**config.mk**
```make
export PLATFORM = sky130hd
export DESIGN_NAME = zone_run_flagger
export DESIGN_NICKNAME = d
export VERILOG_FILES = /design/src/rtl/zrf_pkg.sv /design/src/rtl/zrf_control.sv /design/src/rtl/zrf_datapath.sv /design/src/rtl/zone_run_flagger.sv
export SDC_FILE = /design/constraint.sdc
export NUM_CORES = 1
export LEC_CHECK = 0
export BUFFER_PORTS_ARGS = -buffer_cell sky130_fd_sc_hd__clkbuf_2
export CORE_UTILIZATION = 45
export DETAILED_ROUTE_END_ITERATION = 10
export PLACE_DENSITY_LB_ADDON = 0.1
export RECOVER_POWER = 50
export SYNTH_ARGS = -nofsm -noshare
export SYNTH_HDL_FRONTEND = slang
export SYNTH_SLANG_ARGS = --single-unit
```
**constraint.sdc**
```tcl
create_clock -name clk -period 3.43 [get_ports clk]
set_clock_uncertainty 0.1 [all_clocks]
set_input_delay 0.1715 -clock clk [delete_from_list [all_inputs] [get_ports clk]]
set_output_delay 0.1715 -clock clk [all_outputs]
set_load 0.005 [all_outputs]
```
**src/rtl/zrf_pkg.sv**
```systemverilog
package zrf_pkg;
  // strobes from the control path to the datapath
  typedef struct packed {
    logic clearAll;   // start of frame: wipe live state
    logic advance;    // an accepted frame bit this cycle
    logic zoneFirst;  // the accepted bit is bit 0 of its zone
    logic lastBit;    // the accepted bit is the last bit of the frame
  } ctrl_t;
endpackage

```
**src/rtl/zrf_control.sv**
```systemverilog
module zrf_control #(
  parameter int ZONES     = 24,
  parameter int ZONE_BITS = 85,
  parameter int POS_W     = 7,
  parameter int ZONE_W    = 5
) (
  input  logic                clk,
  input  logic                rst,
  input  logic                sofIn,
  input  logic                bitValid,
  output zrf_pkg::ctrl_t      ctrl,
  output logic [ZONE_W-1:0]   zoneIdx
);
  localparam logic [POS_W-1:0]  POS_LAST  = POS_W'(ZONE_BITS - 1);
  localparam logic [ZONE_W-1:0] ZONE_LAST = ZONE_W'(ZONES - 1);

  logic [POS_W-1:0] bitPos;
  logic             armed;
  logic             zoneEnd;

  assign zoneEnd        = (bitPos == POS_LAST);
  assign ctrl.clearAll  = sofIn;
  assign ctrl.advance   = armed && bitValid && !sofIn;
  assign ctrl.zoneFirst = (bitPos == '0);
  assign ctrl.lastBit   = ctrl.advance && zoneEnd && (zoneIdx == ZONE_LAST);

  always_ff @(posedge clk) begin
    if (rst) begin
      armed   <= 1'b0;
      bitPos  <= '0;
      zoneIdx <= '0;
    end else if (sofIn) begin
      armed   <= 1'b1;
      bitPos  <= '0;
      zoneIdx <= '0;
    end else if (ctrl.advance) begin
      if (zoneEnd) begin
        bitPos <= '0;
        if (zoneIdx == ZONE_LAST) begin
          zoneIdx <= '0;
          armed   <= 1'b0;
        end else begin
          zoneIdx <= zoneIdx + 1'b1;
        end
      end else begin
        bitPos <= bitPos + 1'b1;
      end
    end
  end
endmodule

```
**src/rtl/zrf_datapath.sv**
```systemverilog
module zrf_datapath #(
  parameter int ZONES   = 24,
  parameter int MIN_RUN = 5,
  parameter int ZONE_W  = 5
) (
  input  logic               clk,
  input  logic               rst,
  input  zrf_pkg::ctrl_t     ctrl,
  input  logic [ZONE_W-1:0]  zoneIdx,
  input  logic               bitData,
  output logic [ZONES-1:0]   zoneFlags,
  output logic               frameDone
);
  localparam int             RUN_W   = $clog2(MIN_RUN + 1);
  localparam logic [RUN_W-1:0] RUN_TOP = RUN_W'(MIN_RUN);

  logic [RUN_W-1:0] runLen, runBase, runNext;
  logic             runHit;
  logic [ZONES-1:0] liveFlags, hitSel;

  // saturating run length, restarted on the first bit of each zone
  always_comb begin
    runBase = ctrl.zoneFirst ? '0 : runLen;
    if (!bitData)              runNext = '0;
    else if (runBase == RUN_TOP) runNext = runBase;
    else                       runNext = runBase + 1'b1;
  end
  assign runHit = ctrl.advance && (runNext == RUN_TOP);

  always_ff @(posedge clk) begin
    if (rst || ctrl.clearAll) runLen <= '0;
    else if (ctrl.advance)    runLen <= runNext;
  end

  for (genvar z = 0; z < ZONES; z++) begin : g_zone
    assign hitSel[z] = runHit && (zoneIdx == ZONE_W'(z));
    always_ff @(posedge clk) begin
      if (rst || ctrl.clearAll) liveFlags[z] <= 1'b0;
      else if (hitSel[z])       liveFlags[z] <= 1'b1;
    end
  end

  always_ff @(posedge clk) begin
    if (rst) begin
      zoneFlags <= '0;
      frameDone <= 1'b0;
    end else begin
      frameDone <= ctrl.lastBit;
      if (ctrl.lastBit) zoneFlags <= liveFlags | hitSel;
    end
  end
endmodule

```
**src/rtl/zone_run_flagger.sv**
```systemverilog
module zone_run_flagger #(
  parameter int ZONES     = 24,
  parameter int ZONE_BITS = 85,
  parameter int MIN_RUN   = 5
) (
  input  logic             clk,
  input  logic             rst,
  input  logic             sofIn,
  input  logic             bitValid,
  input  logic             bitData,
  output logic [ZONES-1:0] zoneFlags,
  output logic             frameDone
);
  localparam int POS_W  = (ZONE_BITS > 1) ? $clog2(ZONE_BITS) : 1;
  localparam int ZONE_W = (ZONES > 1) ? $clog2(ZONES) : 1;

  zrf_pkg::ctrl_t    ctrl;
  logic [ZONE_W-1:0] zoneIdx;

  zrf_control #(
    .ZONES(ZONES), .ZONE_BITS(ZONE_BITS), .POS_W(POS_W), .ZONE_W(ZONE_W)
  ) u_ctrl (
    .clk(clk), .rst(rst), .sofIn(sofIn), .bitValid(bitValid),
    .ctrl(ctrl), .zoneIdx(zoneIdx)
  );

  zrf_datapath #(
    .ZONES(ZONES), .MIN_RUN(MIN_RUN), .ZONE_W(ZONE_W)
  ) u_dp (
    .clk(clk), .rst(rst), .ctrl(ctrl), .zoneIdx(zoneIdx), .bitData(bitData),
    .zoneFlags(zoneFlags), .frameDone(frameDone)
  );
endmodule

```
==> metrics.txt, run 1 <==
# TYPE chip_impl_metric gauge
chip_impl_metric{name="count_of_distinct_cell_types_in_the_synthesized_netlist",unit=""} 46
chip_impl_metric{name="finalWorstSetupSlack",unit="ns"} 0.270
chip_impl_info{name="yosysTopAreaCell",value="dfxtp_1"} 1
chip_impl_metric{name="fp.dieArea",unit="um^2"} 6440
chip_impl_info{name="worstPathCellList",value="inv_1 -> ha_1 -> or3b_1 -> or2_2 -> and2_0 -> inv_1 -> ha_1 -> nand2_1 -> o21bai_1 -> mux2_4 -> nor4_2 -> a22o_1"} 1
chip_impl_metric{name="drc",unit=""} 0
chip_impl_metric{name="largest_net_degree_at_the_start_of_global_routing",unit=""} 33
chip_impl_metric{name="yosys_register_bits",unit=""} 65
chip_impl_metric{name="power.internal",unit="mW"} 1.10
chip_impl_metric{name="layout.core_utilization",unit="%"} 52.5
chip_impl_info{name="hold_path_origin",value="bitData"} 1
chip_impl_metric{name="drt_iter0_drc",unit=""} 103
chip_impl_metric{name="switching_share",unit="%"} 23.6
chip_impl_metric{name="firstDrtPassIters",unit=""} 4
chip_impl_metric{name="count_of_clock_tree_sinks",unit=""} 65
chip_impl_info{name="synth.area.top_cells",value="dfxtp_1, nand2_1, a22o_1"} 1
chip_impl_metric{name="ctsLongestPathBuffers",unit=""} 2
chip_impl_info{name="tritoncts",value="yes"} 1
chip_impl_info{name="root_buffer",value="clkbuf_8"} 1
chip_impl_metric{name="first_global_vias",unit=""} 2006
chip_impl_metric{name="number_of_enable_type_register_cells_in_the_synthesized_netlist",unit=""} 0
chip_impl_metric{name="powerDensity",unit="nW/um^2"} 463
chip_impl_metric{name="max_cap_viol_count",unit=""} 0
chip_impl_info{name="most_used_standard_cells_in_the_synthesized_netlist",value="dfxtp_1, nand2_1, a21oi_1"} 1
chip_impl_metric{name="p_comb_share",unit="%"} 2.2
chip_impl_info{name="endpoint_kind",value="flip-flop"} 1
chip_impl_metric{name="fp-row-count",unit=""} 28
chip_impl_metric{name="syn_avg_cell_area",unit="um^2"} 8.95
chip_impl_metric{name="post_cts_hold_buffer_count",unit=""} 0
chip_impl_info{name="crit_type",value="flip-flop to flip-flop"} 1
chip_impl_metric{name="vert_die_dim",unit="um"} 80.3
chip_impl_metric{name="die_w",unit="um"} 80.3
chip_impl_metric{name="worst_slew_pin_slew",unit="ns"} 1.18
chip_impl_metric{name="area_delta_synth_final",unit="%"} 12.8
chip_impl_metric{name="cellLeakagePower",unit="nW"} 1.11
chip_impl_metric{name="fin_crit_sh",unit="%"} 92.1
chip_impl_metric{name="worst-endpoint-arrival",unit="ns"} 3.35
chip_impl_metric{name="timing_max_transition_violations_final",unit=""} 0
chip_impl_metric{name="timing.max_slew.rel_slack",unit="%"} 21.3
chip_impl_metric{name="detail_route.vias_per_cell",unit=""} 5.22
chip_impl_info{name="outcome",value="finished, final reports clean"} 1
chip_impl_metric{name="drive_above_1_share",unit="%"} 13.2
chip_impl_metric{name="fill_cells",unit=""} 605
chip_impl_metric{name="required",unit="ns"} 3.62
chip_impl_metric{name="antenna_violations_before_repair",unit=""} 0
chip_impl_metric{name="crit_path_max_incr_delay",unit="ns"} 0.50
chip_impl_metric{name="numCtsBuffers",unit=""} 9
chip_impl_metric{name="synth_sequential_area_ratio",unit="%"} 47.2
chip_impl_info{name="cp_launch_type",value="flip-flop"} 1
chip_impl_metric{name="highest_achievable_clock_rate",unit="MHz"} 316
chip_impl_metric{name="power_frac_seq",unit="%"} 52.7
chip_impl_metric{name="clk_pin_slew",unit="ns"} 0.07
chip_impl_metric{name="gr-total-overflow",unit=""} 0
chip_impl_metric{name="io-pin-count",unit=""} 30
chip_impl_metric{name="synthArstFlopShare",unit="%"} 0
chip_impl_metric{name="synth_warnings",unit=""} 0
chip_impl_metric{name="finalSetupViolCount",unit=""} 0
chip_impl_metric{name="grt_first_pass_wirelength",unit="um"} 10000
chip_impl_metric{name="drtAntennaViolNets",unit=""} 0
chip_impl_metric{name="routed_wl",unit="um"} 6050
chip_impl_metric{name="top_area_cell_type_share_of_the_netlist_area",unit="%"} 47.2
chip_impl_metric{name="cts_resized",unit=""} 0
chip_impl_metric{name="mean_routed_wirelength_per_cell",unit="um"} 14.5
chip_impl_metric{name="sum_of_negative_setup_slack",unit="ns"} 0
chip_impl_metric{name="worst_setup_slack_before_clock_tree_synthesis",unit="ns"} 0.300
chip_impl_info{name="rsz0062_at_grt",value="false"} 1
chip_impl_info{name="r2r_start",value="u_ctrl.bitPos[0]"} 1
chip_impl_metric{name="min_path_cells",unit=""} 3
chip_impl_metric{name="irDropWorstVdd",unit="V"} 0.000231
chip_impl_metric{name="share_clk_of_total_power",unit="%"} 45.1
chip_impl_metric{name="initial_utilization",unit="%"} 46.6
chip_impl_metric{name="n_antenna_cell",unit=""} 0
chip_impl_info{name="post-synth-top-count-cell",value="dfxtp_1"} 1
chip_impl_metric{name="reg2reg_depth",unit=""} 12
chip_impl_metric{name="synthesis.area",unit="um^2"} 2760
chip_impl_metric{name="cts_max_level",unit=""} 3
chip_impl_metric{name="clock_latency",unit="ns"} 0.35
chip_impl_metric{name="mappedNetlistNets",unit=""} 322
chip_impl_metric{name="report.final.hold_viol_count",unit=""} 0
chip_impl_metric{name="place.detailed.hpwl",unit="um"} 4040
chip_impl_metric{name="finalWeightedCongestion",unit=""} 0.833
chip_impl_metric{name="vias",unit=""} 2178
chip_impl_metric{name="worst-path-max-fanout",unit=""} 10
chip_impl_metric{name="postSynthCellCount",unit=""} 308
chip_impl_metric{name="post-cts-setup-buffers",unit=""} 0
chip_impl_info{name="critical_path.slowest_cell",value="nor4_2"} 1
chip_impl_metric{name="fin_crit",unit="ns"} 3.16
chip_impl_metric{name="port_buffers",unit=""} 29
chip_impl_metric{name="grtUsageTotal",unit="%"} 21.2
chip_impl_metric{name="switchingPower",unit="uW"} 340
chip_impl_metric{name="finish.net_count",unit=""} 351
chip_impl_info{name="worst_setup_path_startpoint",value="u_ctrl.bitPos[0]"} 1
chip_impl_metric{name="fp.coreArea",unit="um^2"} 5920
chip_impl_metric{name="total_design_power",unit="mW"} 1.44
chip_impl_info{name="ys.flop_type",value="dfxtp_1"} 1
chip_impl_info{name="worst_hold_path_type",value="input port to flip-flop"} 1
==> cell type report <==
| class | instances | area (um^2) | area share [%] |
|---|---|---|---|
| Tap cell | 75 | 93.8 | 3.02 |
| Inverter | 8 | 30.0 | 0.966 |
| Clock inverter | 7 | 70.1 | 2.25 |
| Timing Repair Buffer | 33 | 148 | 4.75 |
| Multi-Input combinational cell | 220 | 1340 | 43.2 |
| Sequential cell | 65 | 1300 | 41.9 |
| Clock buffer | 9 | 124 | 3.99 |
==> critical path: cells and delay by family, from the launching register on <==
family | cells | cell delay, ns
buffers and inverters | 2 | 0.12
adder cells (fa/ha/maj) | 2 | 0.30
AND/OR/NAND/NOR | 5 | 1.47
multiplexers | 1 | 0.39
flip-flops | 1 | 0.34
AO/OA/AOI/OAI | 2 | 0.38
==> layer usage <==
metal / track usage (%) / routed length, um
met5: 0 / 0
met4: 6.96 / 63
met2: 34.6 / 2940
met1: 26.1 / 2830
met3: 6.82 / 212
==> logic make-up after synthesis <==
logic type	after synthesis	share of synthesized area, %
AND/OR/NAND/NOR	135	24.6
AO/OA/AOI/OAI	66	16.6
flip-flops	65	47.2
buffers and inverters	23	3.99
adder cells (fa/ha/maj)	9	4.09
XOR/XNOR	6	1.91
multiplexers	4	1.63
==> path summary, 6_finish.rpt <==
| path | slack, ns | endpoint |
|---|---|---|
| worst min register to register | 0.35 | u_dp.zoneFlags[10] |
| worst max-delay path | 0.27 | u_dp.liveFlags[6] |
| worst max register to register | 0.27 | u_dp.liveFlags[6] |
| worst min-delay path | 0.05 | u_dp.runLen[1] |
==> registers in the layout, summed over array words and instances (netlist names) <==
name / count
u_ctrl.bitPos: 7
u_dp.liveFlags: 24
u_dp.runLen: 3
u_ctrl.armed: 1
u_dp.frameDone: 1
u_dp.zoneFlags: 24
u_ctrl.zoneIdx: 5
==> stage by stage <==
step           instances  area [um^2]  hold slack [ns]
2_1_floorplan        308         2760            0.233
3_3_place_gp         401         2950            0.338
3_5_place_dp         401         2950            0.343
4_1_cts              417         3140           0.0330
5_1_grt              417         3110           0.0384
6_report             417         3110           0.0511
==> power groups by stage <==
| stage | Clock [mW] | Combinational (mW) | Sequential [mW] |
|---|---|---|---|
| floorplan | 0 | 0.0215 | 0.775 |
| global placement | 0 | 0.0324 | 0.775 |
| detailed placement | 0 | 0.0328 | 0.775 |
| CTS | 0.665 | 0.0326 | 0.758 |
| global route | 0.703 | 0.0348 | 0.758 |
| finish | 0.648 | 0.0317 | 0.758 |
==> layout by cell type, fill, tap and decap left out, types with 3 or more instances in the layout <==
cell,count
a31o_1,3
o21ai_1,4
nand3b_1,3
nand2b_1,3
inv_1,8
xor2_1,3
clkbuf_1,18
clkinv_2,3
nor2_1,21
or2_2,3
dfxtp_1,65
ha_1,9
nor3_1,7
clkbuf_8,9
clkbuf_2,13
nand3_1,8
and2_1,6
a21oi_1,28
xnor2_1,3
a22o_1,18
nand2_1,64
mux2i_1,3
(Power assumes the default switching activity.)
==> run 2: changes to the inputs <==
--- a/config.mk
+++ b/config.mk
@@ -6,9 +6,9 @@
 export NUM_CORES = 1
 export LEC_CHECK = 0
 export BUFFER_PORTS_ARGS = -buffer_cell sky130_fd_sc_hd__clkbuf_2
-export CORE_UTILIZATION = 45
+export CORE_UTILIZATION = 30
 export DETAILED_ROUTE_END_ITERATION = 10
-export PLACE_DENSITY_LB_ADDON = 0.1
+export PLACE_DENSITY_LB_ADDON = 0.05
 export RECOVER_POWER = 50
 export SYNTH_ARGS = -nofsm -noshare
 export SYNTH_HDL_FRONTEND = slang
==> metrics.txt, run 2 (synthesized netlist as in run 1, its figures left out) <==
# TYPE chip_impl_metric gauge
chip_impl_metric{name="grt.met2_usage",unit="%"} 23.8
chip_impl_metric{name="fp.dieArea",unit="um^2"} 9580
chip_impl_metric{name="place.detailed.hpwl",unit="um"} 4610
chip_impl_metric{name="post_cts_hold_buffer_count",unit=""} 0
chip_impl_metric{name="placed_instances",unit=""} 434
chip_impl_info{name="worst_hold_path_type",value="input port to flip-flop"} 1
chip_impl_metric{name="sum_of_negative_setup_slack",unit="ns"} 0
chip_impl_metric{name="numCtsBuffers",unit=""} 9
chip_impl_metric{name="ctsLongestPathBuffers",unit=""} 2
chip_impl_metric{name="final.hold.worst_slack",unit="ns"} 0.0609
chip_impl_metric{name="fp.coreArea",unit="um^2"} 8810
chip_impl_info{name="layout_common_cells",value="dfxtp_1, nand2_1, a21oi_1"} 1
chip_impl_info{name="reg_top3",value="u_dp.liveFlags: 24 flops, u_dp.zoneFlags: 24 flops, u_ctrl.bitPos: 7 flops"} 1
chip_impl_metric{name="irDropWorstVdd",unit="V"} 0.000290
chip_impl_metric{name="antenna_violations_before_repair",unit=""} 0
chip_impl_metric{name="grtUsageTotal",unit="%"} 14.9
chip_impl_metric{name="share_clk_of_total_power",unit="%"} 48.3
chip_impl_metric{name="cts_max_level",unit=""} 3
chip_impl_info{name="rsz0062_at_grt",value="false"} 1
chip_impl_metric{name="first_global_vias",unit=""} 2109
chip_impl_metric{name="finalSetupViolCount",unit=""} 0
chip_impl_metric{name="power_frac_seq",unit="%"} 49.5
chip_impl_metric{name="drc",unit=""} 6
chip_impl_metric{name="grt.met1_usage",unit="%"} 19.5
chip_impl_metric{name="worst-path-max-fanout",unit=""} 10
chip_impl_metric{name="initial_utilization",unit="%"} 31.3
chip_impl_metric{name="worst_slew_pin_slew",unit="ns"} 1.46
chip_impl_info{name="endpoint_kind",value="flip-flop"} 1
chip_impl_info{name="critical_path.slowest_cell",value="nor4_2"} 1
chip_impl_metric{name="gr-total-overflow",unit=""} 0
chip_impl_metric{name="crit_path_max_incr_delay",unit="ns"} 0.50
chip_impl_metric{name="routed_wl",unit="um"} 6720
chip_impl_metric{name="switchingPower",unit="uW"} 336
chip_impl_info{name="layout_commonest_cell",value="dfxtp_1"} 1
chip_impl_metric{name="area_delta_synth_final",unit="%"} 15.9
chip_impl_metric{name="fin_crit",unit="ns"} 3.18
chip_impl_metric{name="layout.core_utilization",unit="%"} 36.3
chip_impl_metric{name="worst-path-stages",unit=""} 12
chip_impl_metric{name="highest_achievable_clock_rate",unit="MHz"} 315
chip_impl_metric{name="firstDrtPassIters",unit=""} 9
chip_impl_metric{name="finish.net_count",unit=""} 351
chip_impl_metric{name="finalWeightedCongestion",unit=""} 0.803
chip_impl_metric{name="count_of_clock_tree_sinks",unit=""} 65
chip_impl_metric{name="min_path_cells",unit=""} 3
chip_impl_metric{name="powerDensity",unit="nW/um^2"} 479
chip_impl_metric{name="port_buffers",unit=""} 29
chip_impl_metric{name="fin_crit_sh",unit="%"} 92.6
chip_impl_metric{name="drt_iter0_drc",unit=""} 75
chip_impl_metric{name="power.internal",unit="mW"} 1.19
chip_impl_metric{name="required",unit="ns"} 3.61
chip_impl_info{name="crit_type",value="flip-flop to flip-flop"} 1
chip_impl_metric{name="cts_resized",unit=""} 0
chip_impl_metric{name="timing_max_transition_violations_final",unit=""} 0
chip_impl_metric{name="fp-row-count",unit=""} 34
chip_impl_metric{name="drtAntennaViolNets",unit=""} 0
chip_impl_metric{name="worst-endpoint-arrival",unit="ns"} 3.35
chip_impl_info{name="failed_checks",value="design-rule violations"} 1
chip_impl_metric{name="fill_cells",unit=""} 955
chip_impl_info{name="root_buffer",value="clkbuf_8"} 1
chip_impl_metric{name="mean_routed_wirelength_per_cell",unit="um"} 14.9
chip_impl_info{name="outcome",value="complete, but fails checks"} 1
chip_impl_metric{name="p_comb_share",unit="%"} 2.1
chip_impl_metric{name="vias",unit=""} 2213
chip_impl_metric{name="n_antenna_cell",unit=""} 0
chip_impl_metric{name="cellLeakagePower",unit="nW"} 1.15
chip_impl_metric{name="report.final.hold_viol_count",unit=""} 0
chip_impl_metric{name="switching_share",unit="%"} 22.0
chip_impl_metric{name="grt_use_met3",unit="%"} 4.80
chip_impl_metric{name="io-pin-count",unit=""} 30
chip_impl_info{name="cp_top_family",value="simple AND/OR/NAND/NOR gates"} 1
chip_impl_metric{name="vert_die_dim",unit="um"} 97.9
chip_impl_info{name="tritoncts",value="yes"} 1
chip_impl_info{name="worstPathCellList",value="inv_1 -> ha_1 -> or3b_1 -> or2_2 -> and2_1 -> inv_1 -> ha_1 -> nand2_1 -> o21bai_1 -> mux2_4 -> nor4_2 -> a22o_1"} 1
chip_impl_metric{name="detail_route.vias_per_cell",unit=""} 4.92
chip_impl_info{name="grt-busiest-layer",value="met2"} 1
chip_impl_metric{name="cp_num_buf_inv",unit=""} 2
chip_impl_metric{name="largest_net_degree_at_the_start_of_global_routing",unit=""} 33
chip_impl_metric{name="die_w",unit="um"} 97.9
chip_impl_metric{name="max_cap_viol_count",unit=""} 0
chip_impl_metric{name="clk_pin_slew",unit="ns"} 0.08
chip_impl_metric{name="post-cts-setup-buffers",unit=""} 0
chip_impl_metric{name="reg2reg_depth",unit=""} 12
chip_impl_metric{name="clock_latency",unit="ns"} 0.34
chip_impl_metric{name="timing.max_slew.rel_slack",unit="%"} 2.83
chip_impl_metric{name="drive_above_1_share",unit="%"} 15.5
chip_impl_info{name="cp_launch_type",value="flip-flop"} 1
chip_impl_metric{name="grt_first_pass_wirelength",unit="um"} 11000
chip_impl_metric{name="stdcell_count",unit=""} 450
run 2: final cells by class:
cell class	instances	area, um^2	share of cell area (%)
Clock buffer	10	138	4.31
Timing Repair Buffer	33	160	5.01
Sequential cell	65	1300	40.7
Clock inverter	6	90.1	2.82
Tap cell	108	135	4.23
Inverter	8	30.0	0.940
Multi-Input combinational cell	220	1340	42.0
run 2: through the flow:
step                      setup slack (ns)  cell area (um^2)  total power [mW]
after global placement               0.307              2990             0.810
after detailed placement             0.267              2990             0.809
after CTS                            0.234              3220              1.56
after global routing                0.0209              3200              1.60
after floorplan                      0.319              2760             0.796
final                                0.255              3200              1.53
run 2: power by group through the flow:
stage / sequential (mW) / combinational, mW / clock, mW
after global placement: 0.776 / 0.0342 / 0
after detailed placement: 0.776 / 0.0338 / 0
final: 0.758 / 0.0327 / 0.740
after global routing: 0.758 / 0.0365 / 0.803
after CTS: 0.758 / 0.0340 / 0.771
after floorplan: 0.775 / 0.0215 / 0
run 2: worst register-to-register path, delay by kind of cell, from the launching register on:
family                   cells  cell delay, ns
flip-flops                   1            0.35
adder cells (fa/ha/maj)      2            0.31
buffers and inverters        2            0.12
multiplexers                 1            0.38
AO/OA/AOI/OAI                2            0.39
AND/OR/NAND/NOR              5            1.46
run 2: final timing paths:
path                      startpoint            endpoint  slack [ns]
setup reg to reg    u_ctrl.bitPos[0]  u_dp.liveFlags[16]        0.25
hold / removal              bitValid    u_ctrl.bitPos[1]        0.06
hold reg to reg   u_dp.liveFlags[14]  u_dp.liveFlags[14]        0.35
setup / recovery    u_ctrl.bitPos[0]  u_dp.liveFlags[16]        0.25
run 2: layer usage:
metal / routed length, um / vias to the layer above
met5: 0 / -
met4: 36 / 0
met3: 281 / 2
met2: 3090 / 49
met1: 3310 / 1022
li1: - / 1140
==> run 3: changes to the inputs <==
--- a/config.mk
+++ b/config.mk
@@ -8,8 +8,8 @@
 export BUFFER_PORTS_ARGS = -buffer_cell sky130_fd_sc_hd__clkbuf_2
 export CORE_UTILIZATION = 30
 export DETAILED_ROUTE_END_ITERATION = 10
-export PLACE_DENSITY_LB_ADDON = 0.05
 export RECOVER_POWER = 50
 export SYNTH_ARGS = -nofsm -noshare
 export SYNTH_HDL_FRONTEND = slang
 export SYNTH_SLANG_ARGS = --single-unit
+export TNS_END_PERCENT = 1
==> metrics.txt, run 3 (synthesized netlist as in run 1, its figures left out) <==
# TYPE chip_impl_metric gauge
chip_impl_info{name="outcome",value="complete, but fails checks"} 1
chip_impl_info{name="failed_checks",value="design-rule violations"} 1
chip_impl_metric{name="cellLeakagePower",unit="nW"} 1.13
chip_impl_metric{name="crit_path_max_incr_delay",unit="ns"} 0.54
chip_impl_info{name="tritoncts",value="yes"} 1
chip_impl_metric{name="routed_wl",unit="um"} 5980
chip_impl_metric{name="worst_slew_pin_slew",unit="ns"} 1.14
chip_impl_info{name="r2r_endpoint",value="u_dp.liveFlags[12]"} 1
chip_impl_metric{name="min_path_cells",unit=""} 3
chip_impl_metric{name="place.detailed.hpwl",unit="um"} 4210
chip_impl_metric{name="finalSetupViolCount",unit=""} 0
chip_impl_metric{name="max_cap_viol_count",unit=""} 0
chip_impl_metric{name="detail_route.vias_per_cell",unit=""} 4.99
chip_impl_metric{name="vias",unit=""} 2242
chip_impl_metric{name="largest_net_degree_at_the_start_of_global_routing",unit=""} 33
chip_impl_metric{name="finalWeightedCongestion",unit=""} 0.824
chip_impl_metric{name="required",unit="ns"} 3.61
chip_impl_metric{name="vert_die_dim",unit="um"} 97.9
chip_impl_info{name="root_buffer",value="clkbuf_8"} 1
chip_impl_metric{name="die_w",unit="um"} 97.9
chip_impl_metric{name="layout.area.seq",unit="um^2"} 1300
chip_impl_metric{name="numCtsBuffers",unit=""} 9
chip_impl_metric{name="power.internal",unit="mW"} 1.18
chip_impl_metric{name="ctsLongestPathBuffers",unit=""} 2
chip_impl_metric{name="multi_input_area",unit="um^2"} 1330
chip_impl_metric{name="fin_crit_sh",unit="%"} 92.2
chip_impl_metric{name="firstDrtPassIters",unit=""} 7
chip_impl_metric{name="highest_achievable_clock_rate",unit="MHz"} 316
chip_impl_metric{name="drc",unit=""} 4
chip_impl_info{name="crit_type",value="flip-flop to flip-flop"} 1
chip_impl_metric{name="reg2reg_depth",unit=""} 12
chip_impl_metric{name="cts_resized",unit=""} 0
chip_impl_info{name="critical_path.slowest_cell",value="or4_4"} 1
chip_impl_metric{name="switching_share",unit="%"} 22.6
chip_impl_metric{name="gr-total-overflow",unit=""} 0
chip_impl_metric{name="worst-endpoint-arrival",unit="ns"} 3.35
chip_impl_metric{name="count_of_clock_tree_sinks",unit=""} 65
chip_impl_metric{name="port_buffers",unit=""} 29
chip_impl_metric{name="power_frac_seq",unit="%"} 49.9
chip_impl_metric{name="antenna_violations_before_repair",unit=""} 0
chip_impl_metric{name="switchingPower",unit="uW"} 343
chip_impl_metric{name="worst_setup_slack_before_clock_tree_synthesis",unit="ns"} 0.319
chip_impl_metric{name="fin_crit",unit="ns"} 3.16
chip_impl_info{name="layout_commonest_cell",value="dfxtp_1"} 1
chip_impl_info{name="worst_hold_path_type",value="input port to flip-flop"} 1
chip_impl_metric{name="timing_max_transition_violations_final",unit=""} 0
chip_impl_metric{name="clk_pin_slew",unit="ns"} 0.08
chip_impl_metric{name="post_cts_hold_buffer_count",unit=""} 0
chip_impl_info{name="hold-path-endpoint",value="u_dp.runLen[1]"} 1
chip_impl_metric{name="n_antenna_cell",unit=""} 0
chip_impl_metric{name="ff2ff_setup_slack",unit="ns"} 0.27
chip_impl_metric{name="finish.net_count",unit=""} 350
chip_impl_info{name="cp_launch_type",value="flip-flop"} 1
chip_impl_metric{name="report.final.hold_viol_count",unit=""} 0
chip_impl_metric{name="fp-row-count",unit=""} 34
chip_impl_metric{name="fp.dieArea",unit="um^2"} 9580
chip_impl_metric{name="post-cts-setup-buffers",unit=""} 0
chip_impl_metric{name="grtUsageTotal",unit="%"} 13.5
chip_impl_metric{name="drt_iter0_drc",unit=""} 74
chip_impl_metric{name="share_clk_of_total_power",unit="%"} 48.1
chip_impl_metric{name="area_delta_synth_final",unit="%"} 14.9
chip_impl_info{name="layout_common_cells",value="dfxtp_1, nand2_1, a21oi_1"} 1
chip_impl_metric{name="fill_cells",unit=""} 925
chip_impl_info{name="reg_top3",value="u_dp.liveFlags: 24 flops, u_dp.zoneFlags: 24 flops, u_ctrl.bitPos: 7 flops"} 1
chip_impl_metric{name="clock_latency",unit="ns"} 0.35
chip_impl_metric{name="fp.coreArea",unit="um^2"} 8810
chip_impl_metric{name="timing.max_slew.rel_slack",unit="%"} 23.1
chip_impl_metric{name="p_comb_share",unit="%"} 2.1
chip_impl_info{name="rsz0062_at_grt",value="false"} 1
chip_impl_info{name="r2r_start",value="u_ctrl.bitPos[0]"} 1
chip_impl_metric{name="initial_utilization",unit="%"} 31.3
chip_impl_metric{name="grt_first_pass_wirelength",unit="um"} 10200
chip_impl_metric{name="drtAntennaViolNets",unit=""} 0
chip_impl_metric{name="finalWorstSetupSlack",unit="ns"} 0.269
chip_impl_info{name="endpoint_kind",value="flip-flop"} 1
chip_impl_metric{name="cts_max_level",unit=""} 3
chip_impl_metric{name="io-pin-count",unit=""} 30
chip_impl_metric{name="layout.core_utilization",unit="%"} 36.0
chip_impl_metric{name="powerDensity",unit="nW/um^2"} 480
chip_impl_info{name="worstPathCellList",value="inv_1 -> ha_1 -> or3b_1 -> or2_2 -> and2_0 -> inv_1 -> ha_1 -> nand2_1 -> o21bai_1 -> mux2_4 -> or4_4 -> o21ai_1"} 1
chip_impl_metric{name="first_global_vias",unit=""} 2073
chip_impl_metric{name="drive_above_1_share",unit="%"} 14.1
chip_impl_metric{name="sum_of_negative_setup_slack",unit="ns"} 0
chip_impl_info{name="hold_path_origin",value="bitData"} 1
chip_impl_metric{name="irDropWorstVdd",unit="V"} 0.000188
chip_impl_metric{name="worst-path-max-fanout",unit=""} 10
chip_impl_metric{name="mean_routed_wirelength_per_cell",unit="um"} 13.3
## run 3: cell types whose count changed in the layout (fill, tap and decap cells not counted), sizes merged
cell      before  now
clkinv         2    3
clkinvlp       1    0
buf            3    2
## run 3: worst max-delay path by stage
stage / startpoint / to / slack [ns]
after global routing: u_ctrl.bitPos[0] / u_dp.liveFlags[12] / 0.12
after global placement: u_ctrl.bitPos[0] / u_dp.liveFlags[12] / 0.39
after CTS: u_ctrl.bitPos[0] / u_dp.liveFlags[12] / 0.30
final: u_ctrl.bitPos[0] / u_dp.liveFlags[12] / 0.27
after floorplan: u_ctrl.bitPos[0] / u_dp.liveFlags[12] / 0.32
after detailed placement: u_ctrl.bitPos[0] / u_dp.liveFlags[12] / 0.32
## run 3: critical path: cells and delay by family (launching register included)
family                   cells  cell delay (ns)
AO/OA/AOI/OAI                2             0.34
adder cells (fa/ha/maj)      2             0.32
buffers and inverters        2             0.12
flip-flops                   1             0.34
multiplexers                 1             0.39
AND/OR/NAND/NOR              5             1.48
## run 3: power by group through the flow
stage / logic (mW) / registers [mW] / clock network, mW
final: 0.0312 / 0.758 / 0.730
after global routing: 0.0349 / 0.758 / 0.781
after CTS: 0.0320 / 0.758 / 0.747
after detailed placement: 0.0320 / 0.775 / 0
after global placement: 0.0321 / 0.775 / 0
after floorplan: 0.0215 / 0.775 / 0
## run 3: layout make-up
cell class              instances  share of cell area (%)
multi-input cells             220                    42.1
clock inverters                 6                    2.88
flip-flops and latches         65                    41.1
clock buffers                  10                    4.03
well taps                     108                    4.27
repair buffers                 32                    4.70
inverters                       8                   0.948
## run 3: metal layers
layer,vias up,GRT usage (%),part of all wire (%)
met2,40,21.5,47
met1,1067,17.1,48
met4,0,4.20,1.3
met3,9,4.80,4.3
li1,1126,-,-
met5,-,0,0
## run 3: per-stage QoR
stage	power [mW]	hold slack [ns]	area, um^2	std cells
3_3_place_gp	0.807	0.340	2980	433
2_1_floorplan	0.796	0.233	2760	308
5_1_grt	1.57	0.0375	3170	449
4_1_cts	1.54	0.0177	3200	449
3_5_place_dp	0.807	0.345	2980	433
6_report	1.52	0.0329	3170	449
